## config.mk

```make
export PLATFORM = sky130hd
export DESIGN_NAME = elem_loop_seq
export DESIGN_NICKNAME = d
export VERILOG_FILES = /design/src/rtl/elem_loop_pkg.sv /design/src/rtl/pred_select.sv /design/src/rtl/fail_judge.sv /design/src/rtl/loop_ctr.sv /design/src/rtl/elem_loop_seq.sv
export SDC_FILE = /design/constraint.sdc
export NUM_CORES = 1
export LEC_CHECK = 0
export BUFFER_PORTS_ARGS = -buffer_cell sky130_fd_sc_hd__buf_2
export CELL_PAD_IN_SITES_DETAIL_PLACEMENT = 1
export CELL_PAD_IN_SITES_GLOBAL_PLACEMENT = 2
export CORE_MARGIN = 8
export CORE_UTILIZATION = 35
export DETAILED_ROUTE_END_ITERATION = 10
export PLACE_DENSITY_LB_ADDON = 0.1
export SYNTH_ARGS = -nofsm -noshare
export SYNTH_HDL_FRONTEND = slang
export SYNTH_HIERARCHICAL = 1
export SYNTH_SLANG_ARGS = --single-unit
```

## constraint.sdc

```tcl
create_clock -name clk -period 6.97 [get_ports clk]
set_clock_uncertainty 0.1 [all_clocks]
set_input_delay 1.394 -clock clk [delete_from_list [all_inputs] [get_ports clk]]
set_output_delay 1.394 -clock clk [all_outputs]
set_load 0.02 [all_outputs]
```

## src/rtl/elem_loop_pkg.sv

```systemverilog
// Shared types for the element loop sequencer.
// Assumes: the fail-on-first mode is a two-bit code held for a whole run.
package elem_loop_pkg;
    typedef enum logic [1:0] {
        FFM_OFF   = 2'b00,
        FFM_FAULT = 2'b01,
        FFM_COND  = 2'b10,
        FFM_RSVD  = 2'b11
    } ff_mode_e;
endpackage

```

## src/rtl/pred_select.sv

```systemverilog
// Picks the enable bit of one element from a latched predicate mask.
// Assumes: idx is always below MAX_VL.
module pred_select #(
    parameter int MAX_VL = 16,
    localparam int OFF_W = $clog2(MAX_VL)
) (
    input  logic [MAX_VL-1:0] mask,
    input  logic              use_mask,
    input  logic              invert,
    input  logic [OFF_W-1:0]  idx,
    output logic              grp_en
);
    // Mask bit, optionally complemented; all enabled when unused.
    always_comb begin
        grp_en = use_mask ? (mask[idx] ^ invert) : 1'b1;
    end
endmodule

```

## src/rtl/fail_judge.sv

```systemverilog
// Decides whether the current step ends the run under fail-on-first.
// Assumes: fail inputs refer to the step currently presented.
module fail_judge
    import elem_loop_pkg::*;
(
    input  ff_mode_e mode,
    input  logic     active,
    input  logic     grp_en,
    input  logic     fault,
    input  logic     cond_fail,
    output logic     fail_hit
);
    // Honour only the indication that matches the selected mode.
    always_comb begin
        unique case (mode)
            FFM_FAULT: fail_hit = active & grp_en & fault;
            FFM_COND:  fail_hit = active & grp_en & cond_fail;
            default:   fail_hit = 1'b0;
        endcase
    end
endmodule

```

## src/rtl/loop_ctr.sv

```systemverilog
// Nested element / sub-element counters with run control and completion.
// Assumes: load is asserted only while not busy.
module loop_ctr #(
    parameter int MAX_VL = 16,
    localparam int OFF_W = $clog2(MAX_VL),
    localparam int VL_W  = $clog2(MAX_VL + 1)
) (
    input  logic             clk,
    input  logic             rst_n,
    input  logic             load,
    input  logic [OFF_W-1:0] load_elem,
    input  logic [1:0]       load_sub,
    input  logic             load_empty,
    input  logic [VL_W-1:0]  load_vl,
    input  logic [VL_W-1:0]  cfg_vl,
    input  logic [1:0]       cfg_sub_m1,
    input  logic             grp_en,
    input  logic             zero_en,
    input  logic             fail_hit,
    output logic             busy,
    output logic [OFF_W-1:0] elem,
    output logic [1:0]       sub,
    output logic             done,
    output logic             trunc,
    output logic [VL_W-1:0]  new_vl
);
    logic group_end;
    logic last_elem;

    // End of group: last sub-element, or a masked group that is skipped whole.
    always_comb begin
        group_end = (sub == cfg_sub_m1) | (~grp_en & ~zero_en);
        last_elem = (VL_W'(elem) + VL_W'(1)) == cfg_vl;
    end

    // Advance offsets, finish on last step or on a fail-on-first hit.
    always_ff @(posedge clk) begin
        if (!rst_n) begin
            busy   <= 1'b0;
            elem   <= '0;
            sub    <= '0;
            done   <= 1'b0;
            trunc  <= 1'b0;
            new_vl <= '0;
        end else begin
            done <= 1'b0;
            if (load) begin
                elem  <= load_elem;
                sub   <= load_sub;
                trunc <= 1'b0;
                if (load_empty) begin
                    busy   <= 1'b0;
                    done   <= 1'b1;
                    new_vl <= load_vl;
                end else begin
                    busy <= 1'b1;
                end
            end else if (busy) begin
                if (fail_hit) begin
                    busy   <= 1'b0;
                    done   <= 1'b1;
                    trunc  <= 1'b1;
                    new_vl <= VL_W'(elem);
                end else if (group_end) begin
                    if (last_elem) begin
                        busy   <= 1'b0;
                        done   <= 1'b1;
                        new_vl <= cfg_vl;
                    end else begin
                        elem <= elem + OFF_W'(1);
                        sub  <= '0;
                    end
                end else begin
                    sub <= sub + 2'd1;
                end
            end
        end
    end
endmodule

```

## src/rtl/elem_loop_seq.sv

```systemverilog
// Top of the predicated nested element loop sequencer.
// Latches the run configuration at start, then presents one step per cycle.
// Assumes: 1 <= vl <= MAX_VL; fail inputs are valid in the step's own cycle.
module elem_loop_seq
    import elem_loop_pkg::*;
#(
    parameter int MAX_VL = 16,
    localparam int OFF_W = $clog2(MAX_VL),
    localparam int VL_W  = $clog2(MAX_VL + 1)
) (
    input  logic              clk,
    input  logic              rst_n,
    input  logic              start,
    input  logic [VL_W-1:0]   vl,
    input  logic [1:0]        subvl_m1,
    input  logic              pred_use,
    input  logic [MAX_VL-1:0] pred_mask,
    input  logic              pred_inv,
    input  logic              pred_zero,
    input  logic [1:0]        ff_mode,
    input  logic              elem_fault,
    input  logic              elem_cond_fail,
    input  logic [OFF_W-1:0]  resume_elem,
    input  logic [1:0]        resume_sub,
    output logic              busy,
    output logic              step_valid,
    output logic              step_we,
    output logic              step_zero,
    output logic [OFF_W-1:0]  elem_off,
    output logic [1:0]        sub_off,
    output logic              done,
    output logic              trunc,
    output logic [VL_W-1:0]   new_vl
);
    logic [VL_W-1:0]   cfg_vl;
    logic [1:0]        cfg_sub_m1;
    logic              cfg_use;
    logic [MAX_VL-1:0] cfg_mask;
    logic              cfg_inv;
    logic              cfg_zero;
    ff_mode_e          cfg_mode;
    logic              load;
    logic              load_empty;
    logic [1:0]        load_sub;
    logic              grp_en;
    logic              fail_hit;

    // Start is accepted only when idle; decide empty runs and resume clamp.
    always_comb begin
        load       = start & ~busy;
        load_empty = VL_W'(resume_elem) >= vl;
        load_sub   = (resume_sub > subvl_m1) ? 2'd0 : resume_sub;
    end

    // Capture the run configuration on an accepted start.
    always_ff @(posedge clk) begin
        if (!rst_n) begin
            cfg_vl     <= VL_W'(1);
            cfg_sub_m1 <= '0;
            cfg_use    <= 1'b0;
            cfg_mask   <= '0;
            cfg_inv    <= 1'b0;
            cfg_zero   <= 1'b0;
            cfg_mode   <= FFM_OFF;
        end else if (load) begin
            cfg_vl     <= vl;
            cfg_sub_m1 <= subvl_m1;
            cfg_use    <= pred_use;
            cfg_mask   <= pred_mask;
            cfg_inv    <= pred_inv;
            cfg_zero   <= pred_zero;
            cfg_mode   <= ff_mode_e'(ff_mode);
        end
    end

    pred_select #(.MAX_VL(MAX_VL)) u_pred (
        .mask     (cfg_mask),
        .use_mask (cfg_use),
        .invert   (cfg_inv),
        .idx      (elem_off),
        .grp_en   (grp_en)
    );

    fail_judge u_fail (
        .mode      (cfg_mode),
        .active    (busy),
        .grp_en    (grp_en),
        .fault     (elem_fault),
        .cond_fail (elem_cond_fail),
        .fail_hit  (fail_hit)
    );

    loop_ctr #(.MAX_VL(MAX_VL)) u_ctr (
        .clk        (clk),
        .rst_n      (rst_n),
        .load       (load),
        .load_elem  (resume_elem),
        .load_sub   (load_sub),
        .load_empty (load_empty),
        .load_vl    (vl),
        .cfg_vl     (cfg_vl),
        .cfg_sub_m1 (cfg_sub_m1),
        .grp_en     (grp_en),
        .zero_en    (cfg_zero),
        .fail_hit   (fail_hit),
        .busy       (busy),
        .elem       (elem_off),
        .sub        (sub_off),
        .done       (done),
        .trunc      (trunc),
        .new_vl     (new_vl)
    );

    // Step flags: issue, write permission and zero-fill for the current step.
    always_comb begin
        step_valid = busy & (grp_en | cfg_zero);
        step_we    = busy & ((grp_en & ~fail_hit) | (~grp_en & cfg_zero));
        step_zero  = busy & ~grp_en & cfg_zero;
    end
endmodule

```

==> results.ini, run 1 <==
[run_status]
outcome = completed

[finish]
insertedDiodeCount = 0
syn_to_final_growth_pct = 15.7
mostFrequentLayoutCells = buf_2 (55), nand2_1 (52), dfxtp_1 (42)
layout_commonest_cell = buf_2
stdcell_area_mm2 = 0.00283
nets = 362
final_core_util = 0.417
layout-drive-gt1-share = 0.345

[synthesis]
synthXorXnorAreaFrac = 0.0322
synth_area_per_cell_um2 = 9.18
synthMuxAreaShare = 0.0930
synthArstFlopShare = 0
synth_fa_ha_area_frac = 0.0409
syn_area_mm2 = 0.00245
synth_compound_area_frac = 0.216
synth_seq_area_share = 0.343
synth_nets = 314
ys_types = 47
synthCells = 267
synth_top_family_by_area = compound AO/OA/AOI/OAI gates
ys.flop_type = dfxtp_1
synth.ff_latch_count = 42
synth_warnings = 6
synth_edf_count = 0
yosys.area_share.simple = 0.211

[global_route]
grt_max_degree = 51
grt_pass1_vias = 2169
grt_pass1_wl_um = 10400
antenna_found_initial = 0
grt_usage = 0.129
grt-ovfl-total = 0

[worst_setup_path]
path_class = flip-flop to output pin
crit_top_cell = nand2_1
crit_arrival_ps = 3410
crit_fanout = 10
end_kind = output pin
crit_path_top_delay_cell = nor3_2
crit_path_max_incr_delay_ps = 630
crit_family = multiplexers
path_buf_inv = 1
worstPathCellList = mux4_1 > mux4_2 > xnor2_1 > nand2_1 > nand2_1 > nor3_2 > a21boi_0 > buf_2
critPathRequiredTime_ps = 5480
cp-start-kind = flip-flop

[floorplan]
core-area_mm2 = 0.00679
initial_core_util = 0.361
die_y_um = 99.7
fp.dieArea_mm2 = 0.00993
fp.dieW_um = 99.7
rows = 30
pin_count = 56

[pwr]
peakVddDrop_v = 0.000118
finalPower_mw = 0.616
powerDensity_mw_per_mm2 = 217
power_leakage_nw = 1.19

[sta]
tightestPinTransition_ps = 817
fin_tns_setup_ps = 0
slew_viol_final = 0
fin_crit_sh = 0.703
setup_violations = 0
slew_headroom = 0.452
finalHoldViolations = 0
rsz0062_at_grt = no
fmax_mhz = 204
min_period_ps = 4900

[routing]
vias_per_cell = 4.91
vias = 2022
avgRoutedWirePerCell_um = 14.9
first_pass_iters = 4
totalWireLength_um = 6150
drc = 0
detail_route.iter0.violations = 34
antenna_left = 0

[clock_tree]
cts.repair.resized = 0
htree_levels = 2
cts_buffers = 5
cts_buffer_depth = 2
cts_setup_buffers = 0
cts_tree = built
clkTransAtPathRegs_ps = 80
cts_hold_buf = 0
clock-sinks = 42
clk_latency_ps = 290
cts_root_buf = clkbuf_8

[hold_path]
hold_class = flip-flop to flip-flop

[placement]
dpl_cell_area_mm2 = 0.00273
gp_congestion = 0.684
place_hpwl_um = 4430
portBuffers = 55

[run]
cap_violations = 0

## worst register-to-register path, delay by kind of cell (launching register included)
kind | cells | cell delay, ps
compound gates | 1 | 330
flops | 1 | 590
xor+xnor | 1 | 140
simple gates | 6 | 1330
mux | 2 | 1130
## worst paths after layout
| path | startpoint | to | slack, ps | cells past startpoint |
|---|---|---|---|---|
| setup / recovery | u_ctr/elem[3]$_SDFFE_PN0P_ | step_we | 2070 | 8 |
| hold / removal | cfg_mask[3]$_SDFFE_PN0P_ | cfg_mask[3]$_SDFFE_PN0P_ | 360 | 2 |
| setup reg to reg | u_ctr/elem[3]$_SDFFE_PN0P_ | u_ctr/elem[3]$_SDFFE_PN0P_ | 3250 | 10 |
| hold reg to reg | cfg_mask[3]$_SDFFE_PN0P_ | cfg_mask[3]$_SDFFE_PN0P_ | 360 | 2 |
## synthesized netlist by cell type (6+ instances only)
cell type   n  area share
o211ai_1    6       0.018
a21boi_2   19       0.087
nand2_1    52       0.080
xnor2_1     6       0.021
mux2i_1    10       0.041
a21boi_1    8       0.025
o21ai_0     8       0.016
ha_1        8       0.041
nand3_1     6       0.012
clkbuf_1    6      0.0092
inv_1       8       0.012
dfxtp_1    42        0.34
nor2_1      9       0.014
nand2_2    20       0.051
## state kept, by name, indices dropped and copies added (netlist names)
name and flops:
cfg_vl 5, cfg_use 1, u_ctr/done 1, cfg_sub_m1 2, u_ctr/elem 4, cfg_zero 1, cfg_inv 1, u_ctr/sub 2
cfg_mode 2, u_ctr/trunc 1, u_ctr/new_vl 5, u_ctr/busy 1, cfg_mask 16
## area by class of cell
type / count / area, um^2
Sequential cell: 42 / 841
Inverter: 10 / 37.5
Timing Repair Buffer: 55 / 275
Clock buffer: 5 / 68.8
Clock inverter: 3 / 40.0
Fill cell: 823 / 3960
Multi-Input combinational cell: 201 / 1450
Tap cell: 96 / 120
## where the power goes
| group | switching [mW] | internal (mW) |
|---|---|---|
| Combinational | 0.0850 | 0.0609 |
| Sequential | 0.0199 | 0.258 |
| Clock | 0.0867 | 0.106 |
| Total | 0.192 | 0.425 |
## routing by layer
layer,vias to the layer above,part of all wire,global-route usage
li1,1018,-,-
met1,962,0.47,0.156
met2,36,0.47,0.218
met3,6,0.047,0.0356
met4,0,0.010,0.0349
met5,-,0,0
## metrics by stage
stage          hold WS (ps)  setup WS [ps]  std cells
4_1_cts                 358           2030        412
2_1_floorplan           331           2760        267
6_report                357           2070        412
3_5_place_dp            346           2350        404
5_1_grt                 379           1810        412
3_3_place_gp            345           2440        404
## kinds of logic after synthesis
logic type,Yosys count
AO/OA/AOI/OAI,63
XOR/XNOR,9
AND/OR/NAND/NOR,106
flip-flops,42
adder cells (fa/ha/maj),8
multiplexers,15
buffers and inverters,24
Power figures use the tool's default switching activity.
==> run 2: changes to the inputs <==
--- a/config.mk
+++ b/config.mk
@@ -9,7 +9,7 @@
 export CELL_PAD_IN_SITES_DETAIL_PLACEMENT = 1
 export CELL_PAD_IN_SITES_GLOBAL_PLACEMENT = 2
 export CORE_MARGIN = 8
-export CORE_UTILIZATION = 35
+export CORE_UTILIZATION = 29
 export DETAILED_ROUTE_END_ITERATION = 10
 export PLACE_DENSITY_LB_ADDON = 0.1
 export SYNTH_ARGS = -nofsm -noshare
==> constraint.sdc (replaced) <==
create_clock -name clk -period 4.47 [get_ports clk]
set_clock_uncertainty 0.1 [all_clocks]
set_input_delay 0.894 -clock clk [delete_from_list [all_inputs] [get_ports clk]]
set_output_delay 0.894 -clock clk [all_outputs]
set_load 0.02 [all_outputs]
==> run 2 against run 1 <==
Global-route usage fell by 1.3 points. Register-to-register slack got worse by 2400 ps. Worst hold slack got worse by 0.59 ps.
==> results.ini, run 2 (synthesis results as in run 1) <==
[run_status]
outcome = completed

[routing]
totalWireLength_um = 6510
vias_per_cell = 4.80
avgRoutedWirePerCell_um = 15.4
drc = 0
vias = 2029
first_pass_iters = 4
antenna_left = 0
detail_route.iter0.violations = 26

[floorplan]
initial_core_util = 0.298
fp.dieW_um = 108
pin_count = 56
core-area_mm2 = 0.00822
fp.dieArea_mm2 = 0.0116
rows = 33
die_y_um = 108

[global_route]
grt-ovfl-total = 0
grt_usage = 0.116
grt_max_degree = 51
grt_pass1_wl_um = 11000
grtUsageMet2 = 0.193
busiest_layer = met2
antenna_found_initial = 0
grt_pass1_vias = 2161
grt_use_met1 = 0.145
grt_util_met3 = 0.0299

[pwr]
seqPwrFrac = 0.445
finalPower_mw = 0.978
power.share.clock = 0.321
powerDensity_mw_per_mm2 = 342
p_comb_frac = 0.234
switching_share = 0.318
peakVddDrop_v = 0.000112
p_int_mw = 0.667
power_leakage_nw = 1.21
p_switching_mw = 0.311

[sta]
slew_viol_final = 0
rsz0062_at_grt = no
fmax_mhz = 249
fin_tns_setup_ps = 0
fin_ws_ps = 458
whs_ps = 357
min_period_ps = 4010
tightestPinTransition_ps = 787
finalHoldViolations = 0
slew_headroom = 0.475
setup_violations = 0
fin_crit_sh = 0.898

[finish]
insertedDiodeCount = 0
largest-register = cfg_mask
mostFrequentLayoutCells = buf_2 (55), nand2_1 (52), dfxtp_1 (42)
reg_top3 = cfg_mask: 16 flops, cfg_vl: 5 flops, u_ctr/new_vl: 5 flops
layout_commonest_cell = buf_2
nFillCells = 997
stdcell_area_mm2 = 0.00286
multi_input_area_mm2 = 0.00145
largest_register_ffs = 16
ff_latch_area_um2 = 841
final_core_util = 0.349
syn_to_final_growth_pct = 16.9
nets = 364
layout-drive-gt1-share = 0.349
layoutNonFillerInstCount = 423

[placement]
portBuffers = 55
dpl_cell_area_mm2 = 0.00275
gp_congestion = 0.701
dp_slack_ps = 781
placed_cells = 415
place_hpwl_um = 4720

[hold_path]
holdPathEnd = cfg_mask[1]$_SDFFE_PN0P_
hp-start = cfg_mask[1]$_SDFFE_PN0P_
hold_path_depth = 2
hold_class = flip-flop to flip-flop

[clock_tree]
clock-sinks = 42
cts_buffers = 5
cts_hold_buf = 0
cts_buffer_depth = 2
cts_setup_buffers = 0
clkTransAtPathRegs_ps = 90
clk_latency_ps = 300
cts_root_buf = clkbuf_8
cts.repair.resized = 0
cts_tree = built
htree_levels = 2

[worst_setup_path]
crit_arrival_ps = 3020
crit_path_max_incr_delay_ps = 630
cp.depth = 9
reg2reg_depth = 8
worstPathCellList = mux4_1 > mux4_2 > xnor2_1 > nand2_1 > nand2_1 > nor3_2 > buf_4 > a21boi_0 > buf_2
path_class = flip-flop to output pin
timing.rr.start = u_ctr/elem[3]$_SDFFE_PN0P_
path_buf_inv = 2
crit_fanout = 10
cp-start-kind = flip-flop
crit_path_top_delay_cell = mux4_1
worstReg2RegEnd = u_ctr/elem[3]$_SDFFE_PN0P_
crit_family = multiplexers
r2r_slack_ps = 830
crit_top_cell = nand2_1
critPathRequiredTime_ps = 3480
end_kind = output pin

[run]
cap_violations = 0

[run 2: cell count changes in the layout (fill, tap and decap cells not counted)]
cell	change
inv_6	+1
clkinv_2	-1
buf_4	+2
[run 2: layer usage]
layer	wire, um	vias up
met5	0	-
met4	70	0
met3	308	5
met2	3020	34
met1	3110	960
li1	-	1030
[run 2: worst max-delay path by stage]
stage	end	start	slack [ps]
3_3_place_gp	step_we	u_ctr/elem[2]$_SDFFE_PN0P_	830
3_5_place_dp	step_we	u_ctr/elem[2]$_SDFFE_PN0P_	780
2_1_floorplan	step_we	u_ctr/elem[3]$_SDFFE_PN0P_	760
5_1_grt	step_we	u_ctr/elem[3]$_SDFFE_PN0P_	250
6_report	step_we	u_ctr/elem[3]$_SDFFE_PN0P_	460
4_1_cts	step_we	u_ctr/elem[3]$_SDFFE_PN0P_	430
[run 2: power groups by stage]
stage / clock (mW) / combinational [mW] / sequential (mW)
after floorplan: 0 / 0.166 / 0.450
after global placement: 0 / 0.233 / 0.445
after detailed placement: 0 / 0.234 / 0.445
after CTS: 0.326 / 0.235 / 0.436
after global routing: 0.343 / 0.257 / 0.441
final: 0.314 / 0.229 / 0.435
[run 2: cell type report]
cell class,count,area share
Tap cell,105,0.0459
Timing Repair Buffer,57,0.101
Clock buffer,5,0.0240
Clock inverter,3,0.0153
Inverter,10,0.0131
Multi-Input combinational cell,201,0.507
Sequential cell,42,0.294
[run 2: worst reg2reg max path, cell delays in order (launching register included)]
cell	delay [ps]
dfxtp_1	580
mux4_1	630
mux4_2	500
xnor2_1	150
nand2_1	130
o22ai_1	570
nand2_1	290
o31a_1	310
o311a_1	270
